==> src/rtl/stflag_pkg.sv <==
package stflag_pkg;
  localparam int POLL_BIT   = 7;
  localparam int TOGGLE_BIT = 6;
  localparam int ERROR_BIT  = 5;
  localparam int CMD_W      = 8;
  localparam logic [CMD_W-1:0] CMD_TO_READ = 8'hF0;

  typedef enum logic {OP_PROGRAM = 1'b0, OP_ERASE = 1'b1} op_kind_e;

  // polling bit shown while the operation is incomplete
  function automatic logic poll_value(op_kind_e kind, logic wr_bit7);
    return (kind == OP_ERASE) ? 1'b0 : ~wr_bit7;
  endfunction

  function automatic logic is_to_read(logic [CMD_W-1:0] cmd);
    return cmd == CMD_TO_READ;
  endfunction
endpackage

==> src/rtl/stf_read_edge.sv <==
module stf_read_edge (
  input  logic clk,
  input  logic rst_n,
  input  logic strobe,
  output logic rise
);
  logic prev_q;

  always_ff @(posedge clk or negedge rst_n) begin
    if (!rst_n) prev_q <= 1'b0;
    else        prev_q <= strobe;
  end

  assign rise = strobe & ~prev_q;
endmodule

==> src/rtl/stf_op_track.sv <==
module stf_op_track
  import stflag_pkg::*;
(
  input  logic     clk,
  input  logic     rst_n,
  input  logic     op_busy,
  input  logic     op_erase,
  input  logic     op_bit7,
  input  logic     op_timeout,
  input  logic     clr_err,
  output logic     act_q,
  output logic     err_q,
  output logic     start,
  output op_kind_e kind_q,
  output logic     bit7_q
);
  logic held;

  assign start = op_busy & ~act_q & ~err_q;
  assign held  = act_q | err_q;

  always_ff @(posedge clk or negedge rst_n) begin
    if (!rst_n) begin
      act_q  <= 1'b0;
      err_q  <= 1'b0;
      kind_q <= OP_PROGRAM;
      bit7_q <= 1'b0;
    end else begin
      act_q <= op_busy;
      if (clr_err)                  err_q <= 1'b0;
      else if (op_timeout && act_q) err_q <= 1'b1;
      if (start) begin
        kind_q <= op_erase ? OP_ERASE : OP_PROGRAM;
        bit7_q <= op_bit7;
      end else if (!held) begin
        kind_q <= OP_PROGRAM;
        bit7_q <= 1'b0;
      end
    end
  end


  err_sticky_chk: assert property (@(posedge clk) disable iff (!rst_n)
    err_q && !clr_err |=> err_q);


  capture_hold_chk: assert property (@(posedge clk) disable iff (!rst_n)
    (act_q || err_q) && !start |=> (!(act_q || err_q) || (kind_q == $past(kind_q) && bit7_q == $past(bit7_q))));
endmodule

==> src/rtl/stf_toggle.sv <==
module stf_toggle (
  input  logic clk,
  input  logic rst_n,
  input  logic clear,
  input  logic adv,
  output logic tog_q
);
  always_ff @(posedge clk or negedge rst_n) begin
    if (!rst_n)     tog_q <= 1'b0;
    else if (clear) tog_q <= 1'b0;
    else if (adv)   tog_q <= ~tog_q;
  end
endmodule

==> src/rtl/flash_status_flags.sv <==
module flash_status_flags
  import stflag_pkg::*;
#(
  parameter int DW = 8
) (
  input  logic          clk,
  input  logic          rst_n,
  input  logic          op_busy,
  input  logic          op_erase,
  input  logic [DW-1:0] op_data,
  input  logic          op_timeout,
  input  logic          host_rd,
  input  logic          host_wr,
  input  logic [DW-1:0] host_wdata,
  input  logic [DW-1:0] arr_rdata,
  output logic [DW-1:0] rd_data,
  output logic          ready
);
  localparam int CW = (DW < CMD_W) ? DW : CMD_W;

  logic          rd_rise;
  logic          act_q, err_q, start, bit7_q, tog_q;
  op_kind_e      kind_q;
  logic          stat_mode, cmd_accept, to_read_hit, tog_adv;
  logic [CMD_W-1:0] cmd_byte;
  logic [DW-1:0] status;

  always_comb begin
    cmd_byte = '0;
    cmd_byte[CW-1:0] = host_wdata[CW-1:0];
  end

  assign stat_mode   = act_q | err_q;
  // commands are ignored while an operation runs cleanly
  assign cmd_accept  = host_wr & (~act_q | err_q);
  assign to_read_hit = cmd_accept & is_to_read(cmd_byte);
  assign tog_adv     = rd_rise & stat_mode & ~start;

  stf_read_edge u_edge (
    .clk(clk), .rst_n(rst_n), .strobe(host_rd), .rise(rd_rise)
  );

  stf_op_track u_track (
    .clk(clk), .rst_n(rst_n), .op_busy(op_busy), .op_erase(op_erase),
    .op_bit7(op_data[POLL_BIT]), .op_timeout(op_timeout), .clr_err(to_read_hit),
    .act_q(act_q), .err_q(err_q), .start(start), .kind_q(kind_q), .bit7_q(bit7_q)
  );

  stf_toggle u_tog (
    .clk(clk), .rst_n(rst_n), .clear(start), .adv(tog_adv), .tog_q(tog_q)
  );

  always_comb begin
    status             = '0;
    status[POLL_BIT]   = poll_value(kind_q, bit7_q);
    status[TOGGLE_BIT] = tog_q;
    status[ERROR_BIT]  = err_q;
  end

  assign rd_data = stat_mode ? status : arr_rdata;
  assign ready   = ~stat_mode;


  ready_low_chk: assert property (@(posedge clk) disable iff (!rst_n)
    act_q |-> !ready);


  prog_poll_chk: assert property (@(posedge clk) disable iff (!rst_n)
    (act_q || err_q) && kind_q == OP_PROGRAM |-> rd_data[POLL_BIT] != bit7_q);


  erase_poll_chk: assert property (@(posedge clk) disable iff (!rst_n)
    (act_q || err_q) && kind_q == OP_ERASE |-> !rd_data[POLL_BIT]);


  toggle_step_chk: assert property (@(posedge clk) disable iff (!rst_n)
    rd_rise && !ready && !start |=> (ready || rd_data[TOGGLE_BIT] != $past(rd_data[TOGGLE_BIT])));


  ready_data_chk: assert property (@(posedge clk) disable iff (!rst_n)
    ready |-> rd_data == arr_rdata);
endmodule

==> config.mk <==
export PLATFORM = sky130hd
export DESIGN_NAME = flash_status_flags
export DESIGN_NICKNAME = d
export VERILOG_FILES = /design/src/rtl/stflag_pkg.sv /design/src/rtl/stf_read_edge.sv /design/src/rtl/stf_op_track.sv /design/src/rtl/stf_toggle.sv /design/src/rtl/flash_status_flags.sv
export SDC_FILE = /design/constraint.sdc
export NUM_CORES = 1
export LEC_CHECK = 0
export ABC_AREA = 1
export BUFFER_PORTS_ARGS = -buffer_cell sky130_fd_sc_hd__buf_2
export CAP_MARGIN = 20
export CORE_AREA = 2 2 39 41
export CTS_CLUSTER_SIZE = 24
export DETAILED_ROUTE_END_ITERATION = 10
export DIE_AREA = 0 0 41 43
export GPL_TIMING_DRIVEN = 0
export SLEW_MARGIN = 20
export SYNTH_ARGS = -nofsm -noshare
export SYNTH_HDL_FRONTEND = slang
export SYNTH_SLANG_ARGS = --single-unit
==> constraint.sdc <==
create_clock -name clk -period 1 [get_ports clk]
set_input_delay 0.05 -clock clk [delete_from_list [all_inputs] [get_ports clk]]
set_output_delay 0.05 -clock clk [all_outputs]
set_load 0.03 [all_outputs]
After elaboration in Yosys (flattened, before gate mapping)
Index checks and enable logic that the tools add are counted.

storage, ports and cells
  register bits after elaboration = 6
  input port bits = 31
  output and inout bits = 9
  logic and storage cells = 37

operators by class
  equality and inequality tests = 2
  muxes and demuxes = 10
  bitwise gates (word level) = 16
  reductions and logical operators = 3

operators by type and width
  operator                              number
  1-bit 2-to-1 mux                      9
  8-bit == test, second input constant  1
  8-bit 2-to-1 mux                      1
  1-bit bitwise AND                     7
  1-bit inverter                        7
  2-bit nonzero test                    2
  2-bit != test, second input constant  1
  1-bit OR                              2
  1-bit logical AND                     1

Depth between registers and ports, before layout
  depth in word-level cells = 7
  gate-level depth with buffers = 5
  gate-level depth less buffers = 5

Cells and area by module
A second synthesis with hierarchy kept.

second synthesis, totals
  cells, all modules = 63
  area, all modules = 392.9 um^2

by module, submodules not included
  module              instances  cells an instance  area an instance (um^2)  sequential area each (um^2)
  flash_status_flags  1          36                 157.7                    0.0
  stf_op_track        1          18                 156.4                    100.1
  stf_toggle          1          6                  43.8                     25.0
  stf_read_edge       1          3                  35.0                     25.0

Worst setup path after synthesis
Ideal clock, no wire load.

  path type = register to output
  start point = reg u_track.err_q
  end point = out rd_data[7]
  arrival = 1.280 ns
  data required time = 0.950 ns
  path slack = -0.330 ns
  cell stages (with the launch flop) = 3
  buffers on the path = 0
  cells stage by stage = dfrtp_1 nor2_4 o31ai_1

between the ends
  cells in the longest elaborated chain, start to end = 2

RTL lines
  item                      line                      text
  start: declaration        stf_op_track.sv:12        output logic err_q,
  start signal: assignment  stf_op_track.sv:25        err_q <= 1'b0;
  start signal: assignment  stf_op_track.sv:30        if (clr_err) err_q <= 1'b0;
  start signal: assignment  stf_op_track.sv:31        else if (op_timeout && act_q) err_q <= 1'b1;
  1-bit OR                  flash_status_flags.sv:33  assign stat_mode = act_q | err_q;
  8-bit 2-to-1 mux          flash_status_flags.sv:60  assign rd_data = stat_mode ? status : arr_rdata;
  end: declaration          flash_status_flags.sv:16  output logic [DW-1:0] rd_data,

No other way between the ends.

Worst setup path after layout
  start point = reg u_track.act_q
  end point = out rd_data[7]

between the ends
  cells in the longest elaborated chain, start to end = 2

RTL lines
  item                      line                      text
  start: declaration        stf_op_track.sv:11        output logic act_q,
  start signal: assignment  stf_op_track.sv:29        act_q <= op_busy;
  1-bit OR                  flash_status_flags.sv:33
  8-bit 2-to-1 mux          flash_status_flags.sv:60

No other way between the ends.

==> flow_metrics.py <==
metrics = {
    "outcome": {
        "outcome": "finished, violations left",
        "violations": "setup timing",
    },
    "power": {
        "p_leak_nw": 0.3850,
        "p_per_area_nw_per_um2": 1027,
        "power_mw": 0.7308,
        "peakVddDrop_uv": 527.3,
    },
    "place": {
        "place_congestion": 0.6931,
        "post-dp-hpwl_um": 668.8,
        "place_inst": 96,
        "placed_cell_area_um2": 566.8,
        "pre_cts_ws_ps": -170.9,
        "portBuffers": 32,
    },
    "final_layout": {
        "final-instance-count-excl-fill": 108,
        "final_nets": 125,
        "finalInstanceArea_um2": 711.9,
        "antenna_cells": 0,
        "syn2layout_area_growth_pct": 112.3,
        "drive_gt1_share_pct": 58.70,
    },
    "route": {
        "postRouteAntennaNets": 0,
        "via_per_inst": 4.306,
        "dr.first_iter.drc_count": 4,
        "drt_wl_total_um": 951,
        "first_pass_iters": 4,
        "vias": 465,
        "drc": 0,
        "routedWlPerCell_um": 8.806,
    },
    "setup_path": {
        "cp_cell_sequence": "nor2_4 -> buf_4 -> o31ai_2 -> buf_4",
        "worstPathArrival_ps": 1240,
        "crit_fanout": 5,
        "cpPeakStageDelay_ps": 420,
        "cp-start-kind": "register",
        "cp.required_ps": 950,
        "crit_path_frequent_cell": "buf_4",
        "crit_slowest_cell": "dfrtp_1",
        "path_class": "register to output port",
        "end_kind": "output port",
    },
    "cts": {
        "tritoncts": "yes",
        "cts_max_level": 1,
        "clk-insertion-delay-late_ps": 240,
        "cts.clk_slew.worst_paths_ps": 40,
        "cts_sinks": 6,
        "clockBufferDepth": 2,
        "cts_root_buf": "clkbuf_4",
        "cts_buffers": 3,
    },
    "timing": {
        "fmax_mhz": 775.7,
        "fin_crit_sh_pct": 128.9,
        "clock_skew_ps": 0.3241,
        "setup_viol": 12,
        "fin_ws_ps": -289.1,
        "period_minus_slack_ps": 1289,
        "finalMaxSlewViolations": 0,
        "finalHoldViolations": 0,
        "fin_tns_setup_ps": -2378,
        "worstMarginPinSlew_ps": 199.0,
        "slew_headroom_pct": 86.70,
        "rsz0062_at_grt": "true",
    },
    "min_path": {
        "hp-class": "input port to register",
    },
    "die": {
        "start_util_pct": 24.23,
        "fp-row-count": 14,
        "pin_count": 40,
        "die_h_um": 43,
        "fp.coreArea_um2": 1384,
        "fp.dieW_um": 41,
        "dieArea_um2": 1763,
    },
    "run": {
        "max_cap_violations": 0,
    },
    "global_routing": {
        "grt_pass1_vias": 449,
        "grt_max_degree": 8,
        "grt_usage_pct": 12.53,
        "grt_pass1_wl_mm": 1.435,
        "antenna_found_initial": 0,
        "grt_overflow": 0,
    },
    "logic_synthesis": {
        "synth.distinct_cells": 12,
        "synth.avg_cell_area_um2": 6.986,
        "ys_seq_elements": 6,
        "synth_warnings": 0,
        "ys_seq_area_share_pct": 44.78,
        "syn-cell-area_um2": 335.3,
        "synth_nets": 79,
        "synthCells": 48,
    },
}
## kinds of logic after synthesis
family	count (synthesis)	share of synthesized area [%]
buffers and inverters	10	11.94
AOI/OAI and AO/OA	3	5.222
and+or+nand+nor	29	38.06
DFF	6	44.77
## repair_timing
item / in CTS / in global routing
hold buffers: 3 / 0
endpoints found under the hold margin: 8 / 0
endpoints found under the setup margin: 12 / 12
cloned: 1 / 0
pin swaps: 1 / 0
buffers inserted: 5 / 0
resized for setup: 16 / 0
## report_power, final
group / switching [mW] / internal, mW
Combinational: 0.113 / 0.106
Clock: 0.0796 / 0.135
Sequential: 0.0227 / 0.274
Total: 0.215 / 0.516
## path summary, 6_finish.rpt
| path | startpoint | end | cells past startpoint | slack (ps) |
|---|---|---|---|---|
| worst min register to register | u_track.bit7_q$_DFFE_PN0P_ | u_track.bit7_q$_DFFE_PN0P_ | 2 | 480 |
| min in group asynchronous | rst_n | u_tog.tog_q$_DFFE_PN0P_ | 2 | 190 |
| worst max-delay path | u_track.act_q$_DFF_PN0_ | rd_data[7] | 4 | -290 |
| max in group asynchronous | rst_n | u_track.err_q$_DFFE_PN0P_ | 2 | 660 |
| worst max register to register | u_track.act_q$_DFF_PN0_ | u_tog.tog_q$_DFFE_PN0P_ | 6 | -80 |
| worst min-delay path | op_erase | u_track.kind_q$_DFFE_PN0P_ | 3 | 40 |
## state kept, by name (all words and copies together) (netlist names)
register	cells
u_edge.prev_q	1
u_track.kind_q	1
u_track.act_q	1
u_track.bit7_q	1
u_tog.tog_q	1
u_track.err_q	1
## per-stage QoR
step / utilization (%) / hold WS [ps]
floorplan: - / -245.6
global placement: 40.96 / -123.4
detailed placement: 40.96 / -122.2
CTS: 51.45 / 35.11
global route: 51.45 / 45.40
finish: 51.45 / 43.01
## worst max-delay path, delay by kind of cell, from the launching register on
kind | cells | cell delay [ps]
simple gates | 1 | 220
compound gates | 1 | 50
flops | 1 | 420
buf+inv | 2 | 310
## layout make-up
cell class                      count  area, um^2
Clock buffer                        3       22.52
Fill cell                         134       671.9
Sequential cell                     6       151.4
Timing Repair Buffer               40       270.3
Inverter                           10       42.54
Tap cell                           16       20.02
Multi-Input combinational cell     33       205.2
## placed cells by master, fill, tap and decap left out
| master | netlist | routed |
|---|---|---|
| dfrtp_1 | 6 | 5 |
| nand3_2 | 0 | 1 |
| nand3_1 | 5 | 4 |
| dfrtp_2 | 0 | 1 |
| buf_6 | 0 | 6 |
| inv_1 | 9 | 9 |
| nor2_2 | 0 | 1 |
| nand2_1 | 11 | 10 |
| nor2_1 | 10 | 5 |
| a21oi_1 | 1 | 1 |
| inv_6 | 0 | 1 |
| nand2_2 | 1 | 2 |
| o21ai_2 | 0 | 1 |
| buf_2 | 0 | 24 |
| clkbuf_4 | 0 | 3 |
| o31ai_2 | 0 | 1 |
| nor2_4 | 1 | 6 |
| dlygate4sd3_1 | 0 | 3 |
| nand4_1 | 1 | 1 |
| buf_4 | 0 | 7 |
## synthesized netlist by cell type
cell type / count / area share, %
a21oi_1: 1 / 1.5
dfrtp_1: 6 / 45
inv_1: 9 / 10
inv_4: 1 / 1.9
nand2_1: 11 / 12
nand2_2: 1 / 1.9
nand3_1: 5 / 7.5
nand4_1: 1 / 1.9
nor2_1: 10 / 11
nor2_4: 1 / 3.4
o21ai_0: 1 / 1.5
o31ai_1: 1 / 2.2
## per-layer routing
layer	wire (um)	track usage, %	share of wire, %
met3	107	4.712	11
met4	13	10.00	1.4
met2	461	21.56	48
met1	368	10.16	39
met5	0	0	0
(Power assumes the default switching activity.)
